$ cat src/rtl/csio_pkg.sv
package csio_pkg;
    localparam int DATA_W = 8;
    localparam int CNT_W  = $clog2(DATA_W);
    localparam int PC_W   = 8;

    typedef struct packed {
        logic       rdy_en;
        logic       int_clk;
        logic       msb_first;
        logic       od_en;
        logic       pin_sel;
        logic [2:0] div_sel;
    } ctrl_t;

    // Half period of the internal shift clock in system clocks; 0 marks a reserved code.
    function automatic logic [PC_W-1:0] half_of(input logic [2:0] sel);
        case (sel)
            3'd0:    half_of = PC_W'(4);
            3'd1:    half_of = PC_W'(8);
            3'd2:    half_of = PC_W'(16);
            3'd3:    half_of = PC_W'(32);
            3'd6:    half_of = PC_W'(64);
            3'd7:    half_of = PC_W'(128);
            default: half_of = '0;
        endcase
    endfunction

    function automatic logic is_reserved(input logic [2:0] sel);
        is_reserved = (half_of(sel) == '0);
    endfunction
endpackage

$ cat src/rtl/csio_prescaler.sv
module csio_prescaler
    import csio_pkg::*;
(
    input  logic       clk,
    input  logic       rst,
    input  logic       run,
    input  logic       clr,
    input  logic [2:0] sel,
    output logic       fall_ev,
    output logic       rise_ev,
    output logic       sclk_o
);
    logic [PC_W-1:0] pc_q;
    logic            ph_q;
    logic [PC_W-1:0] half_m1;
    logic            term;

    assign half_m1 = half_of(sel) - PC_W'(1);
    assign term    = run && (pc_q == half_m1);
    assign fall_ev = term && ph_q;
    assign rise_ev = term && !ph_q;
    assign sclk_o  = ph_q;

    always_ff @(posedge clk) begin
        if (rst) begin
            pc_q <= '0;
            ph_q <= 1'b1;
        end else if (clr || !run) begin
            pc_q <= '0;
            ph_q <= 1'b1;
        end else if (term) begin
            pc_q <= '0;
            ph_q <= !ph_q;
        end else begin
            pc_q <= pc_q + PC_W'(1);
        end
    end

    // a stopped prescaler holds the clock high with no events
    a_r2_stopped_idle_high: assert property (@(posedge clk) disable iff (rst)
        !run |=> (sclk_o && !fall_ev));
endmodule

$ cat src/rtl/csio_clk_sync.sv
module csio_clk_sync (
    input  logic clk,
    input  logic rst,
    input  logic pin,
    output logic level,
    output logic fall,
    output logic rise
);
    logic ff1_q, ff2_q, prv_q;

    always_ff @(posedge clk) begin
        if (rst) begin
            ff1_q <= 1'b1;
            ff2_q <= 1'b1;
            prv_q <= 1'b1;
        end else begin
            ff1_q <= pin;
            ff2_q <= ff1_q;
            prv_q <= ff2_q;
        end
    end

    assign level = ff2_q;
    assign fall  = prv_q && !ff2_q;
    assign rise  = !prv_q && ff2_q;
endmodule

$ cat src/rtl/csio_shifter.sv
module csio_shifter
    import csio_pkg::*;
(
    input  logic              clk,
    input  logic              rst,
    input  logic              load,
    input  logic [DATA_W-1:0] load_data,
    input  logic              msb_first,
    input  logic              fall,
    input  logic              rise,
    input  logic              sin,
    output logic [DATA_W-1:0] sr_o,
    output logic              sout_o,
    output logic              done_o
);
    logic [DATA_W-1:0] sr_q;
    logic [CNT_W-1:0]  cnt_q;
    logic              sout_q;
    logic              out_bit;
    logic [DATA_W-1:0] shifted;

    assign out_bit = msb_first ? sr_q[DATA_W-1] : sr_q[0];
    assign shifted = msb_first ? {sr_q[DATA_W-2:0], sin} : {sin, sr_q[DATA_W-1:1]};

    always_ff @(posedge clk) begin
        if (rst) begin
            sr_q   <= '0;
            cnt_q  <= '0;
            sout_q <= 1'b1;
        end else begin
            if (fall) sout_q <= out_bit;
            if (load) begin
                sr_q  <= load_data;
                cnt_q <= '0;
            end else if (rise) begin
                sr_q  <= shifted;
                cnt_q <= cnt_q + CNT_W'(1);
            end
        end
    end

    assign sr_o   = sr_q;
    assign sout_o = sout_q;
    assign done_o = rise && (cnt_q == CNT_W'(DATA_W - 1));

    // serial output moves only on a falling event
    a_r5_sout_on_fall_only: assert property (@(posedge clk) disable iff (rst)
        !fall |=> $stable(sout_q));
    // each rising event advances the bit count by one
    a_r11_count_step: assert property (@(posedge clk) disable iff (rst)
        (rise && !load) |=> (cnt_q == CNT_W'($past(cnt_q) + CNT_W'(1))));
endmodule

$ cat src/rtl/csio_unit.sv
module csio_unit
    import csio_pkg::*;
(
    input  logic       clk,
    input  logic       rst,
    input  logic       wr_en,
    input  logic       wr_addr,
    input  logic [7:0] wr_data,
    input  logic       rd_addr,
    output logic [7:0] rd_data,
    input  logic       sin,
    input  logic       sclk_in,
    output logic       sout,
    output logic       sclk_out,
    output logic       sclk_oe,
    output logic       rdy_n,
    output logic       rdy_oe,
    output logic       pin_sel,
    output logic       od_en,
    output logic       irq,
    output logic       err_flag
);
    ctrl_t             ctrl_q;
    logic              active_q, wait_q, err_q, irq_q;
    logic              data_wr, ctrl_wr, reserved, run;
    logic              p_fall, p_rise;
    logic              x_lvl, x_fall, x_rise;
    logic              sh_fall, sh_rise, done;
    logic              ext_edge;
    logic [DATA_W-1:0] sr;

    assign data_wr  = wr_en && wr_addr;
    assign ctrl_wr  = wr_en && !wr_addr;
    assign reserved = is_reserved(ctrl_q.div_sel);
    assign run      = active_q && ctrl_q.int_clk && !reserved;

    csio_prescaler u_presc (
        .clk(clk), .rst(rst), .run(run), .clr(data_wr), .sel(ctrl_q.div_sel),
        .fall_ev(p_fall), .rise_ev(p_rise), .sclk_o(sclk_out)
    );

    csio_clk_sync u_sync (
        .clk(clk), .rst(rst), .pin(sclk_in),
        .level(x_lvl), .fall(x_fall), .rise(x_rise)
    );

    assign ext_edge = !ctrl_q.int_clk && active_q && (x_fall || x_rise);
    assign sh_fall  = ctrl_q.int_clk ? p_fall : (active_q && x_fall);
    assign sh_rise  = ctrl_q.int_clk ? p_rise : (active_q && x_rise);

    csio_shifter u_shift (
        .clk(clk), .rst(rst), .load(data_wr), .load_data(wr_data),
        .msb_first(ctrl_q.msb_first), .fall(sh_fall), .rise(sh_rise), .sin(sin),
        .sr_o(sr), .sout_o(sout), .done_o(done)
    );

    always_ff @(posedge clk) begin
        if (rst) begin
            ctrl_q   <= '0;
            active_q <= 1'b0;
            wait_q   <= 1'b0;
            err_q    <= 1'b0;
            irq_q    <= 1'b0;
        end else begin
            irq_q <= done;
            if (ctrl_wr) ctrl_q <= ctrl_t'(wr_data);
            if (data_wr) begin
                if (ctrl_q.int_clk) begin
                    active_q <= !reserved;
                    wait_q   <= 1'b0;
                end else begin
                    active_q <= x_lvl;
                    wait_q   <= x_lvl;
                    err_q    <= !x_lvl;
                end
            end else begin
                if (done)     active_q <= 1'b0;
                if (ext_edge) wait_q   <= 1'b0;
            end
        end
    end

    assign rd_data  = rd_addr ? sr : ctrl_q;
    assign sclk_oe  = ctrl_q.pin_sel && ctrl_q.int_clk;
    assign rdy_n    = !wait_q;
    assign rdy_oe   = ctrl_q.rdy_en;
    assign pin_sel  = ctrl_q.pin_sel;
    assign od_en    = ctrl_q.od_en;
    assign irq      = irq_q;
    assign err_flag = err_q;

    // a refused external write leaves the unit unarmed with the error set
    a_r9_refused_arm: assert property (@(posedge clk) disable iff (rst)
        (data_wr && !ctrl_q.int_clk && !x_lvl) |=> (!active_q && err_flag && rdy_n));
    // the completion request is a single-cycle pulse
    a_r11_irq_single: assert property (@(posedge clk) disable iff (rst)
        irq |=> !irq);
    // ready is only asserted while armed
    a_r10_ready_needs_arm: assert property (@(posedge clk) disable iff (rst)
        !rdy_n |-> active_q);
    // an idle unit's data register does not move
    a_r8_idle_stable: assert property (@(posedge clk) disable iff (rst)
        (!active_q && !data_wr) |=> $stable(sr));
endmodule

$ cat config.mk
export PLATFORM = sky130hd
export DESIGN_NAME = csio_unit
export DESIGN_NICKNAME = d
export VERILOG_FILES = /design/src/rtl/csio_pkg.sv /design/src/rtl/csio_prescaler.sv /design/src/rtl/csio_clk_sync.sv /design/src/rtl/csio_shifter.sv /design/src/rtl/csio_unit.sv
export SDC_FILE = /design/constraint.sdc
export NUM_CORES = 1
export LEC_CHECK = 0
export BUFFER_PORTS_ARGS = -buffer_cell sky130_fd_sc_hd__buf_2
export CAP_MARGIN = 20
export CORE_UTILIZATION = 56
export DETAILED_ROUTE_END_ITERATION = 6
export HOLD_SLACK_MARGIN = 0.12
export PLACE_DENSITY = 0.83
export SLEW_MARGIN = 40
export SYNTH_ARGS = -nofsm -noshare
export SYNTH_HDL_FRONTEND = slang
export SYNTH_HIERARCHICAL = 1
export SYNTH_SLANG_ARGS = --single-unit
$ cat constraint.sdc
create_clock -name clk -period 9 [get_ports clk]
set_clock_uncertainty 0.05 [all_clocks]
set_input_delay 0.45 -clock clk [delete_from_list [all_inputs] [get_ports clk]]
set_output_delay 0.45 -clock clk [all_outputs]
set_load 0.01 [all_outputs]
## Yosys cells after proc, flatten, opt, wreduce, memory -nomap -nowiden

Cells that the tools add are included.

- Add/subtract/negate cells: 3
- Equality and inequality tests: 7
- Multiplexer cells: 14
- Bitwise logic cells: 1
- Reductions and logical operators: 34

Operators with widths:

| kind | number |
|---|---|
| 8-bit case mux with 6 select lines | 1 |
| 8-bit two-way mux | 4 |
| 1-bit logical AND | 15 |
| 3-bit == test (second input constant) | 3 |
| 1-bit two-way mux | 9 |
| 8-bit by 1-bit adder with 8-bit output (second input constant) | 1 |
| 8-bit == test | 1 |
| 1-bit zero test | 8 |
| 8-bit zero test | 1 |
| 8-bit by 1-bit subtractor with 8-bit output (second input constant) | 1 |
| 3-bit by 2-bit == test with 1-bit output (second input constant) | 2 |
| 2-bit nonzero test | 3 |
| 2-bit OR reduction | 2 |
| 3-bit by 1-bit adder with 3-bit output (second input constant) | 1 |
| 3-bit by 1-bit == test with 1-bit output (second input constant) | 1 |
| 3-bit zero test | 1 |
| 3-bit OR reduction | 1 |
| 1-bit logical OR | 2 |
| 2-bit AND reduction | 1 |
| 1-bit inverter | 1 |

- Flip-flop bits (word level): 36
- Output and inout port bits: 17
- Word-level logic and storage cells: 77

## Logic depth before layout (Yosys ltp)

- Depth after elaboration: 11
- Depth in mapped cells: 13
- Depth with buffers taken out: 11

## Hierarchy

Netlist, hierarchy kept.

By module, submodules not included:

| module | instances | cells an instance | area each (sq um) | seq. area each (sq um) |
|---|---|---|---|---|
| csio_shifter | 1 | 65 | 654.4 | 240.2 |
| csio_unit | 1 | 65 | 608.1 | 240.2 |
| csio_prescaler | 1 | 61 | 560.5 | 180.2 |
| csio_clk_sync | 1 | 8 | 92.6 | 60.1 |

## Least setup slack after synthesis

Ideal clock, no wire load.

- Kind: reg-to-reg
- Start point: register ctrl_q[2] (netlist bit)
- End point: register u_shift.sr_q[2] (netlist: u_shift/sr_o[2])
- Library setup time: 0.079 ns
- Data arrival time: 2.841 ns
- Data required time: 8.871 ns
- Path slack: 6.030 ns
- Cell stages (with the launch flop): 12
- Period minus slack after synthesis: 2.970 ns
- Path through: dfxtp_1 buf_6 or3_4 ha_1 nor4bb_1 a21oi_1 xnor2_1 nor4_1 a22o_1 buf_6 or4b_1 o211ai_1

- Cells in the longest elaborated chain, start to end: 9

RTL lines:

| element | RTL line | RTL |
|---|---|---|
| start: declaration | csio_unit.sv:23 | `ctrl_t ctrl_q;` |
| start signal: assignment | csio_unit.sv:66 | `if (ctrl_wr) ctrl_q <= ctrl_t'(wr_data);` |
| 3-bit == test (tied with other cells) | csio_pkg.sv:17 | `case (sel)` |
| 8-bit case mux with 6 select lines (*) | csio_pkg.sv:17 |  |
| parallel branches: the longest is 3 deep, another holds 8-bit by 1-bit subtractor with 8-bit output | n/a |  |
| 1-bit logical AND (*) | csio_prescaler.sv:19 | `assign term = run && (pc_q == half_m1);` |
| 1-bit logical AND (*) | csio_prescaler.sv:21 | `assign rise_ev = term && !ph_q;` |
| via p_rise | csio_unit.sv:26 | `logic p_fall, p_rise;` |
| 1-bit two-way mux (*) | csio_unit.sv:49 | `assign sh_rise = ctrl_q.int_clk ? p_rise : (active_q && x_rise);` |
| via sh_rise | csio_unit.sv:28 | `logic sh_fall, sh_rise, done;` |
| 2-bit nonzero test (no source line) (*) | n/a |  |
| end signal: assignment | csio_shifter.sv:33 | `sr_q <= load_data;` |
| end signal: assignment | csio_shifter.sv:36 | `sr_q <= shifted;` |
| end: declaration | csio_shifter.sv:16 | `logic [DATA_W-1:0] sr_q;` |

Mark *: on every way through the listed nets, which the timed path passes.
A chain may end at the register's enable or synchronous reset.

## Final worst setup path

- Start point: register ctrl_q[2] (netlist bit)
- End point: register u_shift.sr_q[4] (netlist: u_shift/sr_o[4])

Same word-level chain as after synthesis.

==> impl_metrics.toml <==
[flow_run]
cap_violations = 0

[global_route]
antenna_found_initial = 0
grt_pass1_wl_um = 5982
grt_pass1_vias = 1350
overflow = 0
groute.usage.overall = 0.2212
grt_max_degree = 39

[synthesis]
yosysSeqAreaShare = 0.3762
synth_top_area_frac = 0.3762
syn_area_per_cell_um2 = 9.626
syn_inst = 199
synthFlopType = "dfxtp_1"
synth-async-reset-ratio = 0
netlist_top_cells_count = "dfxtp_1, nor2_1, mux2i_1"
yosysUniqueCellTypes = 47
syn_area_um2 = 1916
synth_seq_cells = 36
yosysTopAreaCell = "dfxtp_1"
yosysWarningCount = 6
synth_enable_flop_cells = 0
synth.area.top_cells = "dfxtp_1, mux2i_1, nor2_1, or4b_1, mux2_2"
yosysMostFrequentCell = "dfxtp_1"
syn_nets = 218

[status]
status = "finished clean"

[clock_network]
postCtsHoldBufs = 0
cts_resized = 0
cts_buffers = 5
clk_pin_slew_ns = 0.11
cts_setup_buffers = 0
htreeDepth = 2
cts_tree = "built"
cts-root-buf = "clkbuf_4"
cts_buffer_depth = 2
cts.sinks = 36
insertion_delay_ns = 0.33

[sta]
fin_crit_sh = 0.3666
max_freq_mhz = 303.1
worst_slew_pin_slew_ns = 0.5759
rsz0062_at_grt = "false"
hold_viol = 0
drv_slew = 0
max-slew-margin-rel = 0.6161
finalSetupTns_ns = 0
finalSetupViolCount = 0
timing.final.crit_period_ns = 3.299

[die]
start_util = 0.6075
row_count = 20
ios = 32
core_um2 = 3153
die_w_um = 60.49
die_h_um = 60.49
dieArea_um2 = 3658

[placed_design]
finalWeightedCongestion = 0.7848
io_buffers = 31
hpwl_um = 2576

[route]
wl_per_cell_um = 13.38
num_vias = 1455
drtIter0Drc = 64
drc = 0
vias_per_cell = 5.389
antenna_left = 0
drt_wl_total_um = 3612
first_pass_iters = 4

[worst_setup_path]
worstSetupPathType = "flip-flop to flip-flop"
crit_buf_inv = 0
cp.required_ns = 9.20
arrival_ns = 3.50
slowest_delay_ns = 0.53
endpoint_kind = "flip-flop"
crit_path_start_kind = "flip-flop"
cp_slowest_cell = "or3b_1"
cp_max_fo = 13
crit_family = "simple AND/OR/NAND/NOR gates"
cp_cell_sequence = "or3_4 -> ha_1 -> xor2_1 -> xnor2_1 -> nand4_1 -> nor4_1 -> a22o_1 -> or3b_1 -> o221ai_1"

[finish]
nNetsFinal = 244
area_growth_pct = 10.91
fin_util = 0.6738
drive_gt1_frac = 0.2434
num_antenna_cells = 0
nFillCells = 272

[pwr]
powerDensity_nw_per_um2 = 151.1
p_int_w = 0.0002407
seq_power_share = 0.532
power_switching_share = 0.2499
clock_power_share = 0.350
peakVddDrop_mv = 0.1550
switchingPower_w = 0.00008020
p_leak_nw = 0.8355
p_comb_frac = 0.118

[worst_hold_path]
hp-class = "primary input to flip-flop"
power by group through the flow:
stage | Combinational, W | Clock (W) | Sequential, W
floorplan | 0.0000303 | 0 | 0.000172
global route | 0.0000423 | 0.000124 | 0.000172
finish | 0.0000380 | 0.000112 | 0.000171
detailed placement | 0.0000380 | 0 | 0.000174
CTS | 0.0000382 | 0.000116 | 0.000171
global placement | 0.0000375 | 0 | 0.000174
cell usage in the layout, fill, tap and decap left out, types with 6 or more instances in the layout:
master | Yosys | layout
o221ai_1 | 6 | 6
or4b_1 | 8 | 8
mux2_2 | 7 | 7
inv_1 | 9 | 9
mux2i_1 | 19 | 19
dfxtp_1 | 36 | 36
nor2_1 | 23 | 23
xnor2_1 | 8 | 8
buf_2 | 5 | 31
nand2_1 | 12 | 12
cells by family (layout without fill, tap and decap cells):
kind of cell               count (synthesis)  in the layout  synth area share
muxes                                     26             26            0.1404
buffers and inverters                     21             48           0.06009
and+or+nand+nor                           75             75            0.2280
adders and majority gates                  4              4           0.02613
xor gates and xnor gates                  12             12           0.05487
DFF                                       36             36            0.3762
AOI/OAI and AO/OA                         25             25            0.1143
state kept, by name (all words and copies together) (netlist names), 3 cells and up:
signal / cells
u_shift/sr_o: 8
u_shift/cnt_q: 3
u_presc/pc_q: 8
ctrl_q: 5
area by class of cell:
cell class | count | area [um2] | share of cell area
multi-input combinational | 142 | 1080 | 0.5082
inverter | 9 | 33.78 | 0.01590
clock inverter | 3 | 42.54 | 0.02002
sequential | 36 | 720.7 | 0.3392
tap | 44 | 55.05 | 0.02591
timing repair buffer | 31 | 155.1 | 0.07303
clock buffer | 5 | 37.54 | 0.01767
routing by layer:
metal,wire length (um),GRT usage,vias to the layer above
met3,132,0.06397,4
li1,-,-,760
met4,15,0.03896,0
met2,1665,0.3579,36
met1,1798,0.2982,655
met5,0,0,-
metrics by stage:
stage | std cells | setup slack, ns | cell area, um2 | hold WS (ns) | total power (W)
finish | 270 | 5.701 | 2125 | 0.2491 | 0.0003209
global route | 270 | 5.454 | 2125 | 0.2084 | 0.0003382
CTS | 270 | 5.714 | 2125 | 0.2344 | 0.0003251
detailed placement | 262 | 5.730 | 2044 | 0.3448 | 0.0002123
global placement | 262 | 5.772 | 2044 | 0.3358 | 0.0002118
floorplan | 199 | 6.030 | 1916 | 0.3332 | 0.0002020
worst paths after layout:
kind | startpoint | to | slack [ns] | cells past startpoint
setup reg to reg | ctrl_q[2] | u_shift/sr_o[4] | 5.70 | 9
hold reg to reg | u_sync/ff1_q | u_sync/level | 0.38 | 1
setup / recovery | ctrl_q[2] | u_shift/sr_o[4] | 5.70 | 9
hold / removal | sclk_in | u_sync/ff1_q | 0.25 | 2
(Power assumes the default switching activity.)
